$ cat config.mk
export PLATFORM = sky130hd
export DESIGN_NAME = halfword_mac
export DESIGN_NICKNAME = d
export VERILOG_FILES = /design/src/rtl/hwmac_pkg.sv /design/src/rtl/hm_product.sv /design/src/rtl/hm_sat_path.sv /design/src/rtl/hm_ext_path.sv /design/src/rtl/hm_ptr_step.sv /design/src/rtl/halfword_mac.sv
export SDC_FILE = /design/constraint.sdc
export NUM_CORES = 1
export LEC_CHECK = 0
export BUFFER_PORTS_ARGS = -buffer_cell sky130_fd_sc_hd__buf_2
export CORE_MARGIN = 2
export CORE_UTILIZATION = 56
export CTS_CLUSTER_DIAMETER = 30
export CTS_CLUSTER_SIZE = 25
export DETAILED_ROUTE_END_ITERATION = 8
export GPL_ROUTABILITY_DRIVEN = 0
export PLACE_DENSITY = 0.82
export SLEW_MARGIN = 20
export SYNTH_ARGS = -nofsm -noshare
export SYNTH_HDL_FRONTEND = slang
export SYNTH_HIERARCHICAL = 1
export SYNTH_SLANG_ARGS = --single-unit
$ cat constraint.sdc
create_clock -name clk -period 5.05 [get_ports clk]
set_input_delay 1.2625 -clock clk [delete_from_list [all_inputs] [get_ports clk]]
set_output_delay 1.2625 -clock clk [all_outputs]
set_load 0.05 [all_outputs]
$ cat src/rtl/hwmac_pkg.sv
package hwmac_pkg;

  localparam int HM_ACC_W = 32;

  typedef enum logic {
    ACC_WIDE = 1'b0,
    ACC_SAT  = 1'b1
  } acc_mode_e;

  typedef struct packed {
    logic [HM_ACC_W-1:0] hi;
    logic [HM_ACC_W-1:0] lo;
  } acc_pair_t;

endpackage

$ cat src/rtl/hm_product.sv
module hm_product
  import hwmac_pkg::*;
#(
  parameter int OP_W = 16
) (
  input  logic [OP_W-1:0]     op_a,
  input  logic [OP_W-1:0]     op_b,
  output logic [HM_ACC_W-1:0] prod
);

  localparam int PROD_W = 2 * OP_W;

  function automatic logic [HM_ACC_W-1:0] mul_ext(input logic [OP_W-1:0] a,
                                                  input logic [OP_W-1:0] b);
    logic signed [PROD_W-1:0]   full;
    logic signed [HM_ACC_W-1:0] wide;
    full = $signed(a) * $signed(b);
    wide = HM_ACC_W'(full);
    return wide;
  endfunction

  assign prod = mul_ext(op_a, op_b);

endmodule

$ cat src/rtl/hm_sat_path.sv
module hm_sat_path
  import hwmac_pkg::*;
(
  input  logic [HM_ACC_W-1:0] prod,
  input  acc_pair_t           acc_q,
  output acc_pair_t           acc_d,
  output logic                ovf
);

  localparam int MSB = HM_ACC_W - 1;

  function automatic logic sat_overflow(input logic [HM_ACC_W-1:0] p,
                                        input logic [HM_ACC_W-1:0] l);
    logic [HM_ACC_W-1:0] s;
    s = p + l;
    return (p[MSB] == l[MSB]) && (s[MSB] != p[MSB]);
  endfunction

  function automatic logic [HM_ACC_W-1:0] clamp_value(input logic neg);
    logic [HM_ACC_W-1:0] v;
    v      = {HM_ACC_W{~neg}};
    v[MSB] = neg;
    return v;
  endfunction

  assign ovf = sat_overflow(prod, acc_q.lo);

  always_comb begin
    acc_d.hi = acc_q.hi;
    acc_d.lo = prod + acc_q.lo;
    if (ovf) begin
      acc_d.hi[0] = 1'b1;
      acc_d.lo    = clamp_value(prod[MSB]);
    end
  end

endmodule

$ cat src/rtl/hm_ext_path.sv
module hm_ext_path
  import hwmac_pkg::*;
#(
  parameter int EXT_W = 10
) (
  input  logic [HM_ACC_W-1:0] prod,
  input  acc_pair_t           acc_q,
  output acc_pair_t           acc_d
);

  localparam int MSB = HM_ACC_W - 1;

  function automatic logic [HM_ACC_W:0] low_sum(input logic [HM_ACC_W-1:0] p,
                                                input logic [HM_ACC_W-1:0] l);
    return {1'b0, p} + {1'b0, l};
  endfunction

  function automatic logic [HM_ACC_W-1:0] hi_update(input logic [HM_ACC_W-1:0] h,
                                                    input logic p_neg,
                                                    input logic carry);
    logic [HM_ACC_W-1:0]     t;
    logic signed [EXT_W-1:0] keep;
    logic signed [HM_ACC_W-1:0] ext;
    t    = h + {HM_ACC_W{p_neg}} + HM_ACC_W'(carry);
    keep = $signed(t[EXT_W-1:0]);
    ext  = HM_ACC_W'(keep);
    return ext;
  endfunction

  logic [HM_ACC_W:0] sum_c;

  assign sum_c    = low_sum(prod, acc_q.lo);
  assign acc_d.lo = sum_c[HM_ACC_W-1:0];
  assign acc_d.hi = hi_update(acc_q.hi, prod[MSB], sum_c[HM_ACC_W]);

endmodule

$ cat src/rtl/hm_ptr_step.sv
module hm_ptr_step #(
  parameter int PTR_W    = 32,
  parameter int PTR_STEP = 2,
  parameter int N_PTR    = 2
) (
  input  logic                        clk,
  input  logic                        rst_n,
  input  logic                        valid,
  input  logic [N_PTR-1:0][PTR_W-1:0] ptr_d,
  output logic [N_PTR-1:0][PTR_W-1:0] ptr_q
);

  localparam logic [PTR_W-1:0] STEP_V = PTR_W'(PTR_STEP);

  for (genvar i = 0; i < N_PTR; i++) begin : g_ptr
    always_ff @(posedge clk or negedge rst_n) begin
      if (!rst_n)     ptr_q[i] <= '0;
      else if (valid) ptr_q[i] <= ptr_d[i] + STEP_V;
    end

    AST_PTR_STEP: assert property (@(posedge clk) disable iff (!rst_n)
      valid |=> ptr_q[i] == $past(ptr_d[i]) + STEP_V);
    AST_PTR_HOLD: assert property (@(posedge clk) disable iff (!rst_n)
      !valid |=> $stable(ptr_q[i]));
  end

endmodule

$ cat src/rtl/halfword_mac.sv
module halfword_mac
  import hwmac_pkg::*;
#(
  parameter int OP_W     = 16,
  parameter int PTR_W    = 32,
  parameter int PTR_STEP = 2,
  parameter int EXT_W    = 10
) (
  input  logic                clk,
  input  logic                rst_n,
  input  logic                clr,
  input  logic                valid,
  input  logic                sat_mode,
  input  logic [OP_W-1:0]     op_a,
  input  logic [OP_W-1:0]     op_b,
  input  logic [PTR_W-1:0]    ptr_a_in,
  input  logic [PTR_W-1:0]    ptr_b_in,
  output logic [HM_ACC_W-1:0] acc_hi,
  output logic [HM_ACC_W-1:0] acc_lo,
  output logic [PTR_W-1:0]    ptr_a_out,
  output logic [PTR_W-1:0]    ptr_b_out
);

  localparam int N_PTR = 2;

  acc_mode_e           mode;
  logic [HM_ACC_W-1:0] prod;
  acc_pair_t           acc_q;
  acc_pair_t           sat_d;
  acc_pair_t           ext_d;
  acc_pair_t           acc_d;
  logic                sat_ovf;
  logic                do_acc;

  logic [N_PTR-1:0][PTR_W-1:0] ptr_d;
  logic [N_PTR-1:0][PTR_W-1:0] ptr_q;

  assign mode   = acc_mode_e'(sat_mode);
  assign do_acc = valid && !clr;

  hm_product #(.OP_W(OP_W)) u_prod (
    .op_a (op_a),
    .op_b (op_b),
    .prod (prod)
  );

  hm_sat_path u_sat (
    .prod  (prod),
    .acc_q (acc_q),
    .acc_d (sat_d),
    .ovf   (sat_ovf)
  );

  hm_ext_path #(.EXT_W(EXT_W)) u_ext (
    .prod  (prod),
    .acc_q (acc_q),
    .acc_d (ext_d)
  );

  assign acc_d = (mode == ACC_SAT) ? sat_d : ext_d;

  always_ff @(posedge clk or negedge rst_n) begin
    if (!rst_n)      acc_q <= '0;
    else if (clr)    acc_q <= '0;
    else if (valid)  acc_q <= acc_d;
  end

  assign acc_hi = acc_q.hi;
  assign acc_lo = acc_q.lo;

  assign ptr_d[0] = ptr_a_in;
  assign ptr_d[1] = ptr_b_in;

  hm_ptr_step #(.PTR_W(PTR_W), .PTR_STEP(PTR_STEP), .N_PTR(N_PTR)) u_ptr (
    .clk   (clk),
    .rst_n (rst_n),
    .valid (valid),
    .ptr_d (ptr_d),
    .ptr_q (ptr_q)
  );

  assign ptr_a_out = ptr_q[0];
  assign ptr_b_out = ptr_q[1];

  AST_CLEAR_WINS: assert property (@(posedge clk) disable iff (!rst_n)
    clr |=> acc_hi == '0 && acc_lo == '0);
  AST_IDLE_HOLD: assert property (@(posedge clk) disable iff (!rst_n)
    !clr && !valid |=> $stable(acc_hi) && $stable(acc_lo));
  AST_LOW_SUM: assert property (@(posedge clk) disable iff (!rst_n)
    do_acc && !(mode == ACC_SAT && sat_ovf)
      |=> acc_lo == $past(acc_lo) + $past(prod));
  AST_STICKY_FLAG: assert property (@(posedge clk) disable iff (!rst_n)
    do_acc && mode == ACC_SAT && acc_hi[0] |=> acc_hi[0]);
  AST_CLAMP: assert property (@(posedge clk) disable iff (!rst_n)
    do_acc && mode == ACC_SAT && sat_ovf
      |=> acc_lo == 32'h7FFF_FFFF || acc_lo == 32'h8000_0000);
  AST_SAT_HI_UPPER: assert property (@(posedge clk) disable iff (!rst_n)
    do_acc && mode == ACC_SAT |=> acc_hi[HM_ACC_W-1:1] == $past(acc_hi[HM_ACC_W-1:1]));
  AST_WIDE_SIGNEXT: assert property (@(posedge clk) disable iff (!rst_n)
    do_acc && mode == ACC_WIDE
      |=> acc_hi[HM_ACC_W-1:EXT_W-1] == '0 || acc_hi[HM_ACC_W-1:EXT_W-1] == '1);

endmodule

==> reports/qor.yml, run 1 <==
global_route:
  grt_use_total_pct: 32.8
  grt_max_degree: 249
  grt.overflow.total: 0
  antenna_found_initial: 0
  first_global_vias: 21414
  grt_first_pass_wirelength_microns: 103000
sta:
  worst_pin_slew_ns: 1.13
  setup_violations: 64
  fin_crit_ns: 10.63
  setup_slack_ns: -5.58
  slew_headroom_pct: 24.6
  hold_slack_ns: 0.489
  post-route-period-util_pct: 210
  hold_viol: 0
  finClkSkew_ns: 0.0123
  rsz0062_at_grt: "true"
  maxSlewViolCount: 0
  fmax_mhz: 94.1
clock_network:
  cts.sinks: 128
  cts_hold_buf: 0
  insertion_delay_ns: 0.44
  cts_buffer_depth: 2
  cts.htree.levels: 4
  path_clk_slew_ns: 0.06
  cts_tree: "done"
  cts-root-buf: "clkbuf_16"
  cts_buffers: 17
setup_path:
  cp_common_cell: "fa_1"
  endpoint_kind: "register"
  worst-endpoint-arrival_ns: 10.96
  cp_max_fo: 8
  reg2reg_slack_ns: -0.05
  slowest_stage: "fa_1"
  cp.required_ns: 5.39
  start_kind: "primary input"
  critical_path_class: "primary input to register"
  cp_slowest_stage_delay_ns: 0.58
detailed_routing:
  ant_nets: 0
  route.detailed.drc: 0
  dr_total_vias: 20737
  wl_microns: 71400
  drt_iter0_markers: 2043
  drtPass1Iterations: 7
  wl_per_cell_microns: 20.7
  viasPerCell: 6.02
placed_design:
  hpwl_microns: 47300
  port_buffers: 228
  dp_slack_ns: -5.30
finish:
  area_delta_synth_final_pct: 29.2
  final_nets: 3443
  layout-drive-gt1-share_pct: 31.9
  fillers: 2347
  finish.utilization_pct: 72.9
synth:
  synth-main-ff-cell: "dfrtp_1"
  synth_edf_count: 0
  async_flop_share_pct: 100
  ys_seq_elements: 128
  syn-num-nets: 2902
  ys_types: 84
  synth_area_sq_mm: 0.0211
  syn_avg_cell_area_sq_um: 8.87
  synthCells: 2380
  seq_area_frac_synth_pct: 15.2
  ys_warn_count: 6
run_status:
  status: "complete, but fails checks"
  failed_checks: "setup timing"
floorplanning:
  core-area_sq_mm: 0.0374
  die_x_microns: 198
  dieArea_sq_mm: 0.0393
  rows: 71
  start_util_pct: 56.4
  ios: 229
  dieHeight_microns: 198
flow_run:
  drv_cap: 0
min_path:
  hp-class: "register to register"
-- Yosys cell counts, types with 11 or more instances --
library cell  count  area share, %
buf_2            14           0.33
a31oi_1          38            1.1
nand2_1         184            3.3
inv_1           353            6.3
nand3_1          43            1.0
xor2_1           40            1.7
and2_1          127            3.8
buf_4            56            2.0
fa_1            266             25
nor3_1           17           0.40
or3_1            12           0.36
or4_1            26           0.92
nand4_1          30           0.89
o21ai_1          11           0.26
mux2i_1          64            3.0
a21oi_1         108            2.6
clkbuf_1         66            1.2
o31ai_1          24           0.85
xnor2_1          87            3.6
o21ai_0          42            1.0
and3_1           13           0.39
o21bai_1         17           0.60
nor2_1          174            3.1
a211oi_1         75            2.7
and4_1           12           0.50
dfrtp_1         128             15
o21a_1           12           0.43
ha_1            155            9.2
o21ai_2          31            1.3
a21o_1           35            1.2
-- worst paths after layout --
path | from | endpoint | cells past startpoint
setup / recovery | op_b[6] | acc_hi[8]$_DFFE_PN0P_ | 39
hold / removal | u_ptr/ptr_q[33]$_DFFE_PN0P_ | u_ptr/ptr_q[33]$_DFFE_PN0P_ | 2
setup reg to reg | acc_lo[0]$_DFFE_PN0P_ | acc_hi[8]$_DFFE_PN0P_ | 22
hold reg to reg | u_ptr/ptr_q[33]$_DFFE_PN0P_ | u_ptr/ptr_q[33]$_DFFE_PN0P_ | 2
max in group asynchronous | rst_n | u_ptr/ptr_q[53]$_DFFE_PN0P_ | 2
min in group asynchronous | rst_n | acc_lo[14]$_DFFE_PN0P_ | 1
-- metrics by stage --
step | std cells | TNS, ns | instance area [sq um]
floorplan | 2380 | -246.13 | 21500
global placement | 3374 | -275.06 | 25400
detailed placement | 3374 | -291.74 | 25400
CTS | 3428 | -254.12 | 26800
global route | 3445 | -321.02 | 27300
finish | 3446 | -309.54 | 27300
-- repair_timing --
item                       CTS  global route
buffers inserted            22            21
hold endpoints to repair     0             0
pin swaps                   94            83
cloned                       5             0
setup endpoints to repair   64            64
resized for setup          125            85
-- layout make-up --
type                       count  area, sq um  share of cell area [%]
multi-input combinational   1748        16600                    61.0
timing repair buffer         673         4880                    17.9
sequential                   128         3200                    11.7
inverter                     353         1330                    4.87
tap                          511          639                    2.34
clock buffer                  17          425                    1.56
clock inverter                15          163                   0.596
antenna                        1         2.50                 0.00917
-- routing by layer --
layer  vias to the layer above  track usage [%]  part of all wire [%]
li1                       8963                -                     -
met1                      9949             37.4                    35
met2                      1331             57.5                    48
met3                       494             6.71                   9.3
met4                         0             18.6                   7.6
met5                         -                0                     0
-- state kept, by name (all words and copies together) (netlist names) --
signal,flops
acc_hi,32
acc_lo,32
u_ptr/ptr_q,64
-- critical path: cells and delay by family --
kind	cells	cell delay (ns)
adders and majority gates	10	4.70
AOI/OAI and AO/OA	12	2.70
and+or+nand+nor	6	0.91
buffers and inverters	8	0.84
xor gates and xnor gates	2	0.42
muxes	1	0.12
-- layout by cell type (no fill, tap or decap), types with 30 or more instances in the layout --
cell        n
o21ai_0    36
xnor2_1    77
fa_1      251
nand2_1   174
nand4_1    30
and2_1    110
a31oi_1    37
o21ai_2    35
inv_1     331
buf_2     207
a21oi_1    91
a211oi_1   62
ha_1      134
nor2_1    169
nand3_1    43
dfrtp_1   128
mux2i_1    63
xor2_1     39
buf_4     411
a21o_1     35
buf_6      38
-- kinds of logic (layout without fill, tap and decap cells) --
group           Yosys count  in the layout  synth area share, %
mux                      68             68                 3.25
flops                   128            128                 15.2
buf+inv                 507           1058                 10.6
xor+xnor                127            130                 5.27
fa+ha+maj               422            422                 34.5
other cells               0              1                    0
simple gates            676            676                 16.0
compound gates          452            452                 15.2
Power of run 1 is not shown: default switching activity piles up to over one toggle a cycle in this logic, so the estimate is an artifact.
==> run 2: changes to the inputs <==
CORE_UTILIZATION = 60   (was 56)
PLACE_DENSITY = 0.83   (was 0.82)
clock period = 10.25 ns   (was 5.05 ns; I/O delays follow)
==> run 2 against run 1 <==
Against the previous run: the run still ends with setup timing left; via count shrank 6.9%; global-route usage shrank 0.20 points; clock skew grew 0.00061 ns; first-iteration DRC count shrank 26%; die area decreased by 6.5%; critical path depth decreased by 1; flip-flop and latch count is the same; hold slack improved by 0.012 ns; non-clock buffer count down 134; cell area down 6.3%.
==> reports/qor.yml, run 2 (synthesized netlist as in run 1, its figures left out) <==
clock_network:
  insertion_delay_ns: 0.43  # was 0.44 ns
  cts_buffer_depth: 2  # unchanged
  cts.htree.levels: 4  # unchanged
  cts.sinks: 128  # unchanged
  cts_buffers: 17  # unchanged
  cts-root-buf: "clkbuf_16"  # unchanged
  cts_tree: "done"  # unchanged
  cts_hold_buf: 0  # unchanged
  path_clk_slew_ns: 0.06  # about the same
detailed_routing:
  wl_microns: 60200  # was 71400 microns
  dr_total_vias: 19297  # was 20737
  drt_iter0_markers: 1513  # was 2043
  ant_nets: 0  # unchanged
  wl_per_cell_microns: 18.5  # was 20.7 microns
  viasPerCell: 5.93  # was 6.02
  drtPass1Iterations: 7  # unchanged
  route.detailed.drc: 0  # unchanged
min_path:
  hp-class: "register to register"  # unchanged
sta:
  hold_viol: 0  # unchanged
  maxSlewViolCount: 0  # unchanged
  slew_headroom_pct: 24.7  # was 24.6%
  setup_violations: 29  # was 64
  hold_slack_ns: 0.502  # was 0.489 ns
  rsz0062_at_grt: "true"  # unchanged
  fin_crit_ns: 11.10
  worst_pin_slew_ns: 1.13  # about the same
  finClkSkew_ns: 0.0129  # was 0.0123 ns
  setup_slack_ns: -0.845  # was -5.58 ns
  fmax_mhz: 90.1
  post-route-period-util_pct: 108
placed_design:
  hpwl_microns: 45800  # was 47300 microns
  placedCellCount: 3194  # was 3374
  port_buffers: 228  # unchanged
  dp_slack_ns: -1.30  # was -5.30 ns
global_route:
  grt_first_pass_wirelength_microns: 95700  # was 103000 microns
  grt.overflow.total: 0  # unchanged
  grt_use_total_pct: 32.6  # was 32.8%
  grt_max_degree: 136  # was 249
  first_global_vias: 20054  # was 21414
  antenna_found_initial: 0  # unchanged
run_status:
  status: "complete, but fails checks"  # unchanged
  failed_checks: "setup timing"  # unchanged
finish:
  largest_reg_flops: 64  # unchanged
  layout_commonest_cell: "inv_1"  # was buf_4
  final_cells: 3254  # was 3446
  mostFrequentLayoutCells: "347 x inv_1, 301 x buf_4, 257 x fa_1"  # was 411 x buf_4, 331 x inv_1, 251 x fa_1
  area_delta_synth_final_pct: 21.1  # was 29.2%
  largest-register: "u_ptr/ptr_q"  # unchanged
  finish.utilization_pct: 73.8  # was 72.9%
  final_nets: 3309  # was 3443
  diodes: 0  # was 1
  layout-drive-gt1-share_pct: 26.2  # was 31.9%
setup_path:
  worst-endpoint-arrival_ns: 11.43  # was 10.96 ns
  start_kind: "primary input"  # unchanged
  cp_common_cell: "fa_1"  # unchanged
  slowest_stage: "fa_1"  # unchanged
  cp_slowest_stage_delay_ns: 0.55  # was 0.58 ns
  critical_path_class: "primary input to register"  # unchanged
  cp.required_ns: 10.58  # was 5.39 ns
  reg2reg_slack_ns: 5.13  # was -0.05 ns
  endpoint_kind: "register"  # unchanged
  cp_max_fo: 7  # was 8
flow_run:
  drv_cap: 0  # unchanged
floorplanning:
  dieArea_sq_mm: 0.0367  # was 0.0393 sq mm
  rows: 68  # was 71
  dieHeight_microns: 192  # was 198 microns
  die_x_microns: 192  # was 198 microns
  start_util_pct: 60.9  # was 56.4%
  core-area_sq_mm: 0.0346  # was 0.0374 sq mm
  ios: 229  # unchanged
[run 2: cell count changes in the layout (fill, tap and decap cells not counted), moves of 13 or more]
cell / before / now
inv_1: 331 / 347
buf_6: 38 / 14
buf_4: 411 / 301
and2_1: 110 / 123
and2_4: 17 / 4
inv_2: 21 / 6
[run 2: path summary, 6_finish.rpt]
path                                       startpoint  cells after the start                         end
min                        u_ptr/ptr_q[1]$_DFFE_PN0P_                      2  u_ptr/ptr_q[1]$_DFFE_PN0P_
max in group asynchronous                       rst_n                      2      acc_hi[21]$_DFFE_PN0P_
max                                          op_a[10]                     38       acc_hi[8]$_DFFE_PN0P_
min reg2reg                u_ptr/ptr_q[1]$_DFFE_PN0P_                      2  u_ptr/ptr_q[1]$_DFFE_PN0P_
max reg2reg                     acc_lo[0]$_DFFE_PN0P_                     23       acc_hi[8]$_DFFE_PN0P_
min in group asynchronous                       rst_n                      1       acc_lo[4]$_DFFE_PN0P_
[run 2: worst max-delay path, delay by kind of cell]
family	cells	cell delay, ns
buffers and inverters	8	0.79
AND/OR/NAND/NOR	4	0.71
multiplexers	1	0.09
XOR/XNOR	2	0.31
AO/OA/AOI/OAI	13	2.58
adder cells (fa/ha/maj)	10	4.34
[run 2: layer usage]
| layer | part of all wire, % | routed length [microns] | GRT usage [%] | vias to the layer above |
|---|---|---|---|---|
| li1 | - | - | - | 8691 |
| met1 | 37 | 22000 | 37.8 | 9415 |
| met2 | 50 | 30400 | 57.9 | 935 |
| met3 | 7.9 | 4740 | 6.65 | 256 |
| met4 | 5.1 | 3090 | 15.1 | 0 |
| met5 | 0 | 0 | 0 | - |
[run 2: per-stage QoR]
stage | TNS, ns | cell area (sq um)
after floorplan | -17.84 | 21400
after CTS | -13.86 | 25200
after global placement | -30.26 | 24300
final | -20.37 | 25600
after detailed placement | -43.67 | 24300
after global routing | -33.83 | 25600
[run 2: final cells by class]
cell class,instances,area (sq um)
well taps,455,569
repair buffers,539,3680
fillers,2275,9060
inverters,353,1330
clock inverters,13,106
multi-input cells,1748,16300
flip-flops and latches,128,3200
clock buffers,18,429
[run 2: repair_timing]
item	4_1_cts	5_1_grt
endpoints found under the setup margin	31	64
resized for setup	49	51
cloned	3	0
pin swaps	56	30
endpoints found under the hold margin	0	0
setup buffers	15	12
Power of run 2 is left out for the same reason.
==> run 3: changes to the inputs <==
MAX_ROUTING_LAYER = met4   (was unset)
PLACE_DENSITY = 0.85   (was 0.83)
SYNTH_HIERARCHICAL = unset   (was 1)
==> run 3 against run 2 <==
Against the previous run: the run still ends with setup timing left; area after synthesis decreased by 19%; clock skew decreased by 0.0053 ns; synthesized cell count decreased by 18%; utilization increased by 3.4 points; hold slack improved by 0.019 ns; critical path type unchanged.
==> reports/qor.yml, run 3 <==
detailed_routing:
  wl_microns: 53000  # was 60200 microns
  drt_iter0_markers: 1137  # was 1513
  ant_nets: 0  # unchanged
  route.detailed.drc: 0  # unchanged
  wl_per_cell_microns: 19.3  # was 18.5 microns
  viasPerCell: 5.81  # was 5.93
  dr_total_vias: 15942  # was 19297
  drtPass1Iterations: 6  # was 7
clock_network:
  cts_buffers: 9  # was 17
  path_clk_slew_ns: 0.08  # was 0.06 ns
  cts.htree.levels: 3  # was 4
  cts_buffer_depth: 2  # unchanged
  cts-root-buf: "clkbuf_16"  # unchanged
  cts.sinks: 106  # was 128
  insertion_delay_ns: 0.35  # was 0.43 ns
  cts_tree: "done"  # unchanged
sta:
  setup_slack_ns: -0.904  # was -0.845 ns
  rsz0062_at_grt: "true"  # unchanged
  slew_headroom_pct: 43.8  # was 24.7%
  hold_viol: 0  # unchanged
  fmax_mhz: 89.7  # was 90.1 MHz
  worst_pin_slew_ns: 0.843  # was 1.13 ns
  maxSlewViolCount: 0  # unchanged
  fin_crit_ns: 11.15  # was 11.10 ns
  post-route-period-util_pct: 109  # was 108%
  finClkSkew_ns: 0.00763  # was 0.0129 ns
  setup_violations: 42  # was 29
floorplanning:
  dieArea_sq_mm: 0.0300  # was 0.0367 sq mm
  dieHeight_microns: 173  # was 192 microns
  ios: 229  # unchanged
  core-area_sq_mm: 0.0280  # was 0.0346 sq mm
  die_x_microns: 173  # was 192 microns
  rows: 61  # was 68
  start_util_pct: 61.3  # was 60.9%
setup_path:
  cp.required_ns: 10.53  # was 10.58 ns
  reg2reg_slack_ns: 5.62  # was 5.13 ns
  cp_common_cell: "fa_1"  # unchanged
  r2r_cells: 26  # was 23
  cp_max_fo: 10  # was 7
  endpoint_kind: "register"  # unchanged
  cp-startpoint: "op_b[6]"  # was op_a[10]
  reg2reg_from: "acc_lo[0]$_DFFE_PN0P_"  # unchanged
  start_kind: "primary input"  # unchanged
  slowest_stage: "fa_1"  # unchanged
  worst-endpoint-arrival_ns: 11.43  # about the same
  critical_path_class: "primary input to register"  # unchanged
  cp_slowest_stage_delay_ns: 0.58  # was 0.55 ns
  rr_endpoint: "acc_hi[8]$_DFFE_PN0P_"  # unchanged
synth:
  synthTopCellsByArea: "fa_1 31%, dfrtp_1 15%, ha_1 9.0%, inv_1 7.6%, and2_1 4.7%"  # was fa_1 25%, dfrtp_1 15%, ha_1 9.2%, inv_1 6.3%, and2_1 3.8%
  ys_seq_elements: 106  # was 128
  synth.most_common_cell: "inv_1"  # unchanged
  synth_top_area_cell: "fa_1"  # unchanged
  synth_area_sq_mm: 0.0172  # was 0.0211 sq mm
  synth_edf_count: 0  # unchanged
  ys_types: 63  # was 84
  syn_avg_cell_area_sq_um: 8.85  # was 8.87 sq um
  syn-num-nets: 2432  # was 2902
  synth_top_cells_by_count: "346 x inv_1, 266 x fa_1, 213 x nand2_1"  # was 353 x inv_1, 266 x fa_1, 184 x nand2_1
  ys_warn_count: 0  # was 6
  seq_area_frac_synth_pct: 15.4  # was 15.2%
  async_flop_share_pct: 100  # unchanged
  synth_top_area_share_pct: 31.0  # was 25.2%
  synthCells: 1941  # was 2380
  synth-main-ff-cell: "dfrtp_1"  # unchanged
global_route:
  first_global_vias: 17038  # was 20054
  antenna_found_initial: 0  # unchanged
  grt_first_pass_wirelength_microns: 81100  # was 95700 microns
  grt_use_total_pct: 34.3  # was 32.6%
  grt_max_degree: 93  # was 136
  grt.overflow.total: 0  # unchanged
finish:
  mostFrequentLayoutCells: "324 x inv_1, 262 x buf_4, 254 x fa_1"  # was 347 x inv_1, 301 x buf_4, 257 x fa_1
  area_delta_synth_final_pct: 25.9  # was 21.1%
  layout-drive-gt1-share_pct: 31.2  # was 26.2%
  diodes: 0  # unchanged
  largest-register: "u_ptr.ptr_q"  # was u_ptr/ptr_q
  fillers: 1668  # was 2275
  largest_reg_flops: 64  # unchanged
  layout_commonest_cell: "inv_1"  # unchanged
  finish.utilization_pct: 77.2  # was 73.8%
  final_nets: 2854  # was 3309
run_status:
  failed_checks: "setup timing"  # unchanged
  status: "complete, but fails checks"  # unchanged
min_path:
  hp-class: "register to register"  # unchanged
  hold_depth: 1  # was 2
  hp-start: "u_ptr.ptr_q[0]$_DFFE_PN0P_"  # was u_ptr/ptr_q[1]$_DFFE_PN0P_
  whs_endpoint: "u_ptr.ptr_q[0]$_DFFE_PN0P_"  # was u_ptr/ptr_q[1]$_DFFE_PN0P_
placed_design:
  hpwl_microns: 38600  # was 45800 microns
  port_buffers: 228  # unchanged
flow_run:
  drv_cap: 0  # unchanged
[run 3: worst max-delay path: cells and delay by family]
family / cells / cell delay, ns
AOI/OAI and AO/OA: 14 / 2.56
and+or+nand+nor: 11 / 1.77
xor gates and xnor gates: 1 / 0.12
adders and majority gates: 10 / 3.72
buffers and inverters: 9 / 0.69
[run 3: metal layers]
| metal | GRT usage [%] | vias to the layer above | wire length (microns) | part of all wire (%) |
|---|---|---|---|---|
| met3 | 7.45 | 349 | 4030 | 7.6 |
| li1 | - | 6867 | - | - |
| met2 | 61.0 | 921 | 27300 | 52 |
| met1 | 36.5 | 7805 | 18100 | 34 |
| met4 | 15.6 | 0 | 3540 | 6.7 |
| met5 | - | - | 0 | 0 |
[run 3: layout make-up]
cell class | instances | area (sq um) | share of cell area [%]
multi-input combinational | 1405 | 13500 | 62.4
timing repair buffer | 495 | 3410 | 15.8
sequential | 106 | 2650 | 12.3
inverter | 346 | 1300 | 6.02
tap | 378 | 473 | 2.19
clock buffer | 10 | 229 | 1.06
clock inverter | 6 | 61.3 | 0.284
[run 3: timing repair]
action,CTS,global route
gates cloned,1,1
setup endpoints to repair,41,42
buffers inserted,28,15
pin swaps,83,112
hold buffers,0,0
resized for setup,86,88
[run 3: kinds of logic (layout without fill, tap and decap cells)]
logic type	after synthesis	count (layout)	synth area share, %
buf+inv	430	857	10.0
simple gates	617	617	17.4
mux	7	7	0.437
compound gates	270	270	10.4
xor+xnor	121	121	6.25
fa+ha+maj	390	390	40.0
flops	106	106	15.4
[run 3: per-stage QoR]
step | instance area (sq um) | cells | setup TNS [ns] | worst slack (ns) | hold WS [ns]
2_1_floorplan | 17500 | 1941 | -7.20 | -0.534 | 0.750
3_3_place_gp | 20300 | 2687 | -31.10 | -0.879 | 0.489
3_5_place_dp | 20300 | 2687 | -36.06 | -1.11 | 0.494
4_1_cts | 21200 | 2731 | -15.46 | -0.526 | 0.523
5_1_grt | 21600 | 2746 | -33.36 | -1.14 | 0.539
6_report | 21600 | 2746 | -23.85 | -0.904 | 0.521
[run 3: worst max-delay path by stage]
stage	to	cells past startpoint	slack, ns
final	acc_hi[8]$_DFFE_PN0P_	45	-0.90
after global routing	acc_hi[8]$_DFFE_PN0P_	42	-1.14
after CTS	acc_hi[30]$_DFFE_PN0P_	41	-0.53
after detailed placement	acc_hi[8]$_DFFE_PN0P_	42	-1.11
after global placement	acc_hi[8]$_DFFE_PN0P_	41	-0.88
after floorplan	acc_hi[30]$_DFFE_PN0P_	42	-0.53
Power of run 3 is left out for the same reason.
